==> config.mk <==
export PLATFORM = sky130hd
export DESIGN_NAME = sleep_ctrl
export DESIGN_NICKNAME = d
export VERILOG_FILES = /design/src/rtl/sleep_ctrl_pkg.sv /design/src/rtl/sc_clk_div2.sv /design/src/rtl/sc_wake_sel.sv /design/src/rtl/sleep_ctrl.sv
export SDC_FILE = /design/constraint.sdc
export NUM_CORES = 1
export LEC_CHECK = 0
export BUFFER_PORTS_ARGS = -buffer_cell sky130_fd_sc_hd__buf_2
export CAP_MARGIN = 30
export CORE_ASPECT_RATIO = 0.7
export CORE_MARGIN = 2
export CORE_UTILIZATION = 35
export DETAILED_ROUTE_END_ITERATION = 8
export GPL_TIMING_DRIVEN = 0
export SYNTH_ARGS = -nofsm -noshare
export SYNTH_HDL_FRONTEND = slang
export SYNTH_SLANG_ARGS = --single-unit
==> constraint.sdc <==
create_clock -name osc_clk -period 2.7 [get_ports osc_clk]
set_input_delay 0.405 -clock osc_clk [delete_from_list [all_inputs] [get_ports osc_clk]]
set_output_delay 0.405 -clock osc_clk [all_outputs]
set_load 0.05 [all_outputs]
==> src/rtl/sleep_ctrl_pkg.sv <==
package sleep_ctrl_pkg;
    typedef enum logic [2:0] {
        ST_RUN,
        ST_IDLE,
        ST_PDOWN,
        ST_WARM,
        ST_GUARD,
        ST_RHOLD
    } sc_state_e;
endpackage

==> src/rtl/sc_clk_div2.sv <==
module sc_clk_div2 (
    input  logic clk,
    input  logic rst_n,
    input  logic en,
    input  logic clr,
    output logic phase
);
    logic phase_d, phase_q;

    always_comb begin
        phase_d = phase_q;
        if (clr)
            phase_d = 1'b0;
        else if (en)
            phase_d = ~phase_q;
    end

    always_ff @(posedge clk or negedge rst_n) begin
        if (!rst_n)
            phase_q <= 1'b0;
        else
            phase_q <= phase_d;
    end

    assign phase = phase_q;

    // a running divider flips every cycle
    a_r2_toggle: assert property (@(posedge clk) disable iff (!rst_n)
        (en && !clr) |=> (phase != $past(phase)));
endmodule

==> src/rtl/sc_wake_sel.sv <==
module sc_wake_sel #(
    parameter int N_EXT = 2,
    parameter int N_PER = 3
) (
    input  logic [N_EXT-1:0] ext_irq,
    input  logic [N_EXT-1:0] ext_en,
    input  logic [N_PER-1:0] per_irq,
    input  logic [N_PER-1:0] per_en,
    output logic             ext_hit,
    output logic             per_hit
);
    logic [N_EXT-1:0] ext_live;
    logic [N_PER-1:0] per_live;

    for (genvar i = 0; i < N_EXT; i++) begin : g_ext
        assign ext_live[i] = ext_irq[i] & ext_en[i];
    end
    for (genvar j = 0; j < N_PER; j++) begin : g_per
        assign per_live[j] = per_irq[j] & per_en[j];
    end

    assign ext_hit = |ext_live;
    assign per_hit = |per_live;
endmodule

==> src/rtl/sleep_ctrl.sv <==
module sleep_ctrl #(
    parameter int N_EXT      = 2,
    parameter int N_PER      = 3,
    parameter int OSC_PER_MC = 12,
    parameter int GUARD_MC   = 2,
    parameter int WARM_W     = 8
) (
    input  logic              osc_clk,
    input  logic              por_n,
    input  logic              hw_rst,
    input  logic              idle_req,
    input  logic              pd_req,
    input  logic [N_EXT-1:0]  ext_irq,
    input  logic [N_EXT-1:0]  ext_irq_en,
    input  logic [N_PER-1:0]  per_irq,
    input  logic [N_PER-1:0]  per_irq_en,
    input  logic [WARM_W-1:0] warm_len,
    output logic              cpu_tick,
    output logic              per_tick,
    output logic              osc_en,
    output logic              int_rst,
    output logic              ram_wr_block,
    output logic              idle_bit,
    output logic              pd_bit
);
    import sleep_ctrl_pkg::*;

    localparam int TICKS_PER_MC = OSC_PER_MC / 2;
    localparam int GUARD_TICKS  = GUARD_MC * TICKS_PER_MC;
    localparam int GUARD_CW     = $clog2(GUARD_TICKS + 1);
    localparam int CNT_W        = ((WARM_W > GUARD_CW) ? WARM_W : GUARD_CW) + 1;

    typedef struct packed {
        sc_state_e        st;
        logic [CNT_W-1:0] cnt;
        logic             rst_wake;
        logic             idle;
        logic             pd;
    } sc_regs_t;

    sc_regs_t r_d, r_q;
    logic     phase, div_clr, div_en, div_tick;
    logic     ext_hit, per_hit;
    logic [CNT_W-1:0] warm_lim;

    sc_wake_sel #(.N_EXT(N_EXT), .N_PER(N_PER)) u_wake (
        .ext_irq (ext_irq),
        .ext_en  (ext_irq_en),
        .per_irq (per_irq),
        .per_en  (per_irq_en),
        .ext_hit (ext_hit),
        .per_hit (per_hit)
    );

    assign div_en = (r_q.st != ST_PDOWN);

    sc_clk_div2 u_div (
        .clk   (osc_clk),
        .rst_n (por_n),
        .en    (div_en),
        .clr   (div_clr),
        .phase (phase)
    );

    assign div_tick = phase & div_en;
    assign warm_lim = CNT_W'(warm_len);

    always_comb begin
        r_d     = r_q;
        div_clr = 1'b0;
        case (r_q.st)
            ST_RUN: begin
                if (hw_rst) begin
                    r_d.st   = ST_RHOLD;
                    r_d.idle = 1'b0;
                    r_d.pd   = 1'b0;
                end else if (pd_req) begin
                    r_d.st = ST_PDOWN;
                    r_d.pd = 1'b1;
                end else if (idle_req) begin
                    r_d.st   = ST_IDLE;
                    r_d.idle = 1'b1;
                end
            end
            ST_IDLE: begin
                if (hw_rst) begin
                    r_d.st   = ST_GUARD;
                    r_d.idle = 1'b0;
                    r_d.cnt  = '0;
                    div_clr  = 1'b1;
                end else if (ext_hit || per_hit) begin
                    r_d.st   = ST_RUN;
                    r_d.idle = 1'b0;
                end
            end
            ST_PDOWN: begin
                if (hw_rst || ext_hit) begin
                    r_d.st       = ST_WARM;
                    r_d.rst_wake = hw_rst;
                    r_d.pd       = 1'b0;
                    r_d.cnt      = CNT_W'(1);
                    div_clr      = 1'b1;
                end
            end
            ST_WARM: begin
                if (r_q.cnt >= warm_lim) begin
                    r_d.st       = r_q.rst_wake ? ST_RHOLD : ST_RUN;
                    r_d.rst_wake = 1'b0;
                end else begin
                    r_d.cnt = r_q.cnt + 1'b1;
                end
            end
            ST_GUARD: begin
                if (div_tick) begin
                    if (r_q.cnt == CNT_W'(GUARD_TICKS - 1))
                        r_d.st = ST_RHOLD;
                    else
                        r_d.cnt = r_q.cnt + 1'b1;
                end
            end
            ST_RHOLD: begin
                if (!hw_rst)
                    r_d.st = ST_RUN;
            end
            default: r_d.st = ST_RUN;
        endcase
    end

    always_ff @(posedge osc_clk or negedge por_n) begin
        if (!por_n) begin
            r_q.st       <= ST_RUN;
            r_q.cnt      <= '0;
            r_q.rst_wake <= 1'b0;
            r_q.idle     <= 1'b0;
            r_q.pd       <= 1'b0;
        end else begin
            r_q <= r_d;
        end
    end

    assign cpu_tick     = phase & ((r_q.st == ST_RUN) || (r_q.st == ST_GUARD));
    assign per_tick     = phase & ((r_q.st == ST_RUN) || (r_q.st == ST_IDLE) ||
                                   (r_q.st == ST_GUARD) || (r_q.st == ST_RHOLD));
    assign osc_en       = (r_q.st != ST_PDOWN);
    assign int_rst      = (r_q.st == ST_RHOLD);
    assign ram_wr_block = (r_q.st == ST_GUARD);
    assign idle_bit     = r_q.idle;
    assign pd_bit       = r_q.pd;

    // CPU strobes never fall on adjacent cycles
    a_r2_tick_gap: assert property (@(posedge osc_clk) disable iff (!por_n)
        cpu_tick |=> !cpu_tick);
    // no CPU strobe while the light sleep bit is set
    a_r3_idle_cpu: assert property (@(posedge osc_clk) disable iff (!por_n)
        idle_bit |-> !cpu_tick);
    // an enabled interrupt ends light sleep
    a_r4_wake: assert property (@(posedge osc_clk) disable iff (!por_n)
        (idle_bit && !hw_rst && (ext_hit || per_hit)) |=> (!idle_bit && !ram_wr_block));
    // no strobes with the oscillator stopped
    a_r5_quiet: assert property (@(posedge osc_clk) disable iff (!por_n)
        !osc_en |-> (!cpu_tick && !per_tick));
    // deep sleep holds without an enabled external interrupt or reset
    a_r6_pd_hold: assert property (@(posedge osc_clk) disable iff (!por_n)
        (!osc_en && !hw_rst && !ext_hit) |=> !osc_en);
    // the CPU is stopped during internal reset
    a_r7_rst_cpu_off: assert property (@(posedge osc_clk) disable iff (!por_n)
        int_rst |-> !cpu_tick);
    // the guard window excludes the reset and the request bits
    a_r8_guard_excl: assert property (@(posedge osc_clk) disable iff (!por_n)
        ram_wr_block |-> (!int_rst && !idle_bit && !pd_bit));
endmodule

Yosys cells after proc, flatten, opt, wreduce, memory -nomap -nowiden. Index checks and enable logic that the tools add are counted.

Bitwise gates (word level): 9. Equal/unequal tests: 20. Reductions and logical operators: 19. Add/sub/neg operators: 1. Magnitude comparators: 1. Mux-type cells: 32.

Operators with widths (number): one-hot mux 9 bit (4 select lines) (1); 2-to-1 mux 3 bit (9); 2-to-1 mux 9 bit (3); one-hot mux 3 bit (6 select lines) (1); 2-to-1 mux 13 bit (1); 2-to-1 mux 12 bit (1); inequality test 2 bit, second input constant (6); inequality test 3 bit, second input constant (4); 2-to-1 mux 1 bit (11); adder 9 x 1 -> 9 bit, second input constant (1); equality test 9 x 4 -> 1 bit, second input constant (1); greater-or-equal comparator 9 x 8 -> 1 bit (1); AND 1 bit (8); one-hot mux 1 bit (2 select lines) (4); nonzero test 2 bit (4); AND reduction 7 bit (1); equality test 3 x 2 -> 1 bit, second input constant (2); equality test 3 bit, second input constant (2); logical OR 1 bit (6); AND reduction 3 bit (2); AND reduction 6 bit (1); inequality test 2 x 1 -> 1 bit, second input constant (2); inequality test 4 bit, second input constant (1); AND reduction 4 bit (1); other kinds (8) (8).

Register bits: 16. Output and inout port bits: 7. Input bits: 23. Logic and storage cells: 88.

Depth between registers and ports, before layout.
Depth after elaboration: 6. Depth in mapped cells: 8. Depth with buffers taken out: 7.

By module. A second synthesis with hierarchy kept.

Cells, all modules: 175. Area total of the unflattened synthesis: 1463.9 µm².

Modules (own cells, without submodules): sleep_ctrl (area an instance 1403.8 µm², cells each 169, times used 1, sequential area each 375.4 µm²); sc_clk_div2 (area an instance 37.5 µm², cells each 3, times used 1, sequential area each 25.0 µm²); sc_wake_sel (area an instance 22.5 µm², cells each 3, times used 1, sequential area each 0.0 µm²).

Worst setup path before layout. OpenSTA, ideal clock, no wires.

Kind: register -> register. Start point: register r_q[14] in the netlist's numbering. End point: register r_q[3] in the netlist's numbering. Required time: 2621 ps. Cell stages (with the launch flop): 8. Buffers on the path: 2. Arrival: 2238 ps. Library setup time: 79 ps. Clock period less this slack: 2318 ps. Path slack: 382 ps. Cells stage by stage: dfrtp_1 -> buf_2 -> nor3b_2 -> o41ai_4 -> a21boi_2 -> o21a_1 -> buf_6 -> mux2i_1.

Elaborated cells between the ends (all ways): 14.

RTL lines: from (decl) (RTL line sleep_ctrl.sv:41) `sc_regs_t r_d, r_q;`; from (signal assigned) (RTL line sleep_ctrl.sv:137) `r_q <= r_d;`; equality test 3 bit *; via ram_wr_block (RTL line sleep_ctrl.sv:22) `output logic ram_wr_block,`; inequality test 2 bit (no source line) (tied with other cells); AND reduction 6 bit (no source line).

Mark *: on every way through the listed nets, which the timed path passes. The rest lies on a longest branch. A chain may end at the register's enable or synchronous reset.

Final worst setup path.
Start point: register r_q[10] in the netlist's numbering. End point: register r_q[9] in the netlist's numbering.

Longest elaborated chain between the ends: 3. Elaborated cells between the ends (all ways): 5.

Ends and longest elaborated chain (RTL line): greater-or-equal comparator 9 x 8 -> 1 bit or equality test 9 x 4 -> 1 bit (tied branches) (sleep_ctrl.sv:106, sleep_ctrl.sv:115); inequality test 2 bit (no source line); AND reduction 6 bit (no source line) *.

Mark *: on every way between the ends. The rest lies on a longest branch, timed or not.

==> results.toml <==
[yosys]
ys_ff_latch = 16
synth-seq-area-share = 0.3089
synth-async-reset-ratio = 1.000
synth_flop_cell = "dfrtp_1"
synth_warnings = 0
synth_area_um2 = 1296
synth_largest_area_cell = "dfrtp_1"
synth.most_common_cell = "dfrtp_1"
synthTopCellsByCount = "16 x dfrtp_1, 14 x inv_1, 12 x a21oi_1, 12 x nand2_1, 11 x nor2_1"
syn_area_per_cell_um2 = 8.472
synth_area_leaders = "dfrtp_1 31%, ha_1 8.7%, a21oi_1 4.6%, inv_1 4.1%, nand2_1 3.5%"
yosysTopAreaCellShare = 0.3089
synthDistinctLibCells = 45
synth-edff-count = 0
synthCells = 153
synth_nets = 185

[pwr]
switching_share = 0.5141
switchingPower_mw = 0.8063
internal_power_mw = 0.7622
ir_worst_vdd_uv = 438.9
comb_power_share = 0.659
clock_power_share = 0.110
p_leak_nw = 0.6963
power_mw = 1.569
pwr-share-seq = 0.231
powerDensity_nw_per_um2 = 1018

[timing]
setup_viol = 0
worst_clock_skew_ns = 0.003881
finalCriticalPeriod_ns = 2.341
slew_headroom = 0.6480
hold_viol = 0
max_freq_ghz = 0.4273
worstMarginPinSlew_ns = 0.5261
fin_tns_setup_ns = 0
rsz0062_at_grt = "no"
drv_slew = 0
finalCritPeriodShare = 0.8669

[global_route]
grt_max_degree = 17
grt_pass1_vias = 1173
grt-ovfl-total = 0
grt_usage = 0.1681
grt_antenna_before_repair = 0
grt_pass1_wl_mm = 5.478

[floorplan]
start_util = 0.3666
coreArea_um2 = 3536
die-area_um2 = 4214
die_w_um = 76.74
io_pins = 30
fp.dieH_um = 54.92
fp-row-count = 18

[final_layout]
fin_cells = 234
area_growth_pct = 18.82
diodes = 0
fillers = 367
drive_above_1_share = 0.2120
fin_nets = 218

[clock_network]
post_cts_resized = 0
cts.sinks = 16
cts.htree.levels = 1
clk_pin_slew_worst_paths_ns = 0.06
cts_root_buf = "clkbuf_8"
cts_hold_buf = 0
worstSkewPairLatency_ns = 0.25
cts-buffers-inserted = 3
cts_setup_buffers = 0
cts_tree = "done"
clockBufferDepth = 2

[setup_path]
cp-start-kind = "register"
required_ns = 2.83
reg2reg_to = "r_q[9]"
cp_max_fo = 10
reg2reg_slack_ns = 0.36
r2r.worst_path.cells = 7
arrival_ns = 2.47
crit_type = "register to register"
r2r-start = "r_q[10]"
cp-end-kind = "register"

[placed_design]
gp_congestion = 0.8845
io_buffer_count = 28
place_inst = 231
place_hpwl_mm = 2.603

[drt]
wirelength_mm = 3.300
via_per_inst = 5.496
vias = 1286
dr.pass1.iters = 4
drc = 0
final_antenna_net_count = 0
wire_per_inst_um = 14.10
drt_iter0_markers = 118

[run]
drv_cap = 0

[run_status]
status = "completed"

[min_path]
hp-class = "input port to async pin"
## power groups by stage
stage / logic (mW) / clock network [mW] / registers, mW
global placement: 0.998 / 0 / 0.360
finish: 1.03 / 0.173 / 0.362
global route: 1.14 / 0.191 / 0.372
CTS: 1.03 / 0.181 / 0.363
detailed placement: 1.03 / 0 / 0.366
floorplan: 0.751 / 0 / 0.403
## worst max path at each step
stage	from	to	slack, ns	cells after the start
floorplan	r_q[14]	r_q[3]	0.38	7
global placement	warm_len[7]	r_q[11]	0.35	9
detailed placement	warm_len[7]	r_q[9]	0.31	9
CTS	r_q[10]	r_q[9]	0.35	7
global route	r_q[10]	r_q[9]	0.17	7
finish	r_q[10]	r_q[9]	0.36	7
## state kept, by name, summed over array words and instances, names as in the netlist
signal and count:
idle_bit 1, pd_bit 1, u_div.phase 1, r_q 13
## layout make-up
cell class | instances | area (µm²) | area share
Multi-Input combinational cell | 114 | 800.8 | 0.5199
Sequential cell | 16 | 400.4 | 0.2600
Timing Repair Buffer | 28 | 140.1 | 0.09098
Tap cell | 50 | 62.56 | 0.04062
Inverter | 15 | 56.30 | 0.03656
Clock buffer | 3 | 41.29 | 0.02681
Buffer | 8 | 38.79 | 0.02518
## layer usage
| metal | vias to the layer above | routed length [µm] | global-route usage | part of all wire |
|---|---|---|---|---|
| met5 | - | 0 | 0 | 0 |
| met4 | 0 | 37 | 0.02727 | 0.011 |
| met3 | 4 | 178 | 0.03896 | 0.054 |
| met2 | 34 | 1446 | 0.2734 | 0.44 |
| met1 | 605 | 1639 | 0.2357 | 0.50 |
| li1 | 643 | - | - | - |
## cells by family after synthesis
| logic type | share of synthesized area |
|---|---|
| simple gates | 0.2181 |
| buf+inv | 0.07335 |
| compound gates | 0.2973 |
| fa+ha+maj | 0.08687 |
| mux | 0.01544 |
| flops | 0.3089 |
## worst max-delay path, stage by stage, from the launching register on
cell      delay (ns)
dfrtp_1         0.45
ha_1            0.33
a211oi_1        0.26
o211ai_1        0.13
a21oi_1         0.22
clkbuf_1        0.40
o221ai_1        0.18
a22o_1          0.26
## stage by stage
stage / setup WS, ns / hold WS (ns) / cell area, µm² / utilization
2_1_floorplan: 0.3824 / 0.1094 / 1296 / -
4_1_cts: 0.3546 / 0.07050 / 1540 / 0.4356
5_1_grt: 0.1734 / 0.08644 / 1540 / 0.4356
3_3_place_gp: 0.3527 / 0.3376 / 1499 / 0.4239
3_5_place_dp: 0.3051 / 0.3371 / 1499 / 0.4239
6_report: 0.3595 / 0.06241 / 1540 / 0.4356
## layout by cell type, fill, tap and decap left out, types with 2 or more instances in the layout
cell type / count
buf_2: 29
nand2b_1: 2
mux2i_1: 2
or2_1: 3
nor2_1: 11
a22oi_1: 3
a31oi_1: 2
o22ai_1: 2
nand2_1: 12
a221oi_1: 2
nand3_1: 5
nor2b_1: 3
o221ai_1: 3
clkbuf_1: 5
o211ai_1: 5
clkbuf_8: 3
nor3_1: 2
ha_1: 9
dfrtp_1: 16
nor4_1: 5
a22o_1: 4
o21ai_0: 4
a21oi_1: 12
and3_1: 3
inv_1: 14
nand4_1: 2
a32o_1: 2
Power figures use the tool's default switching activity.
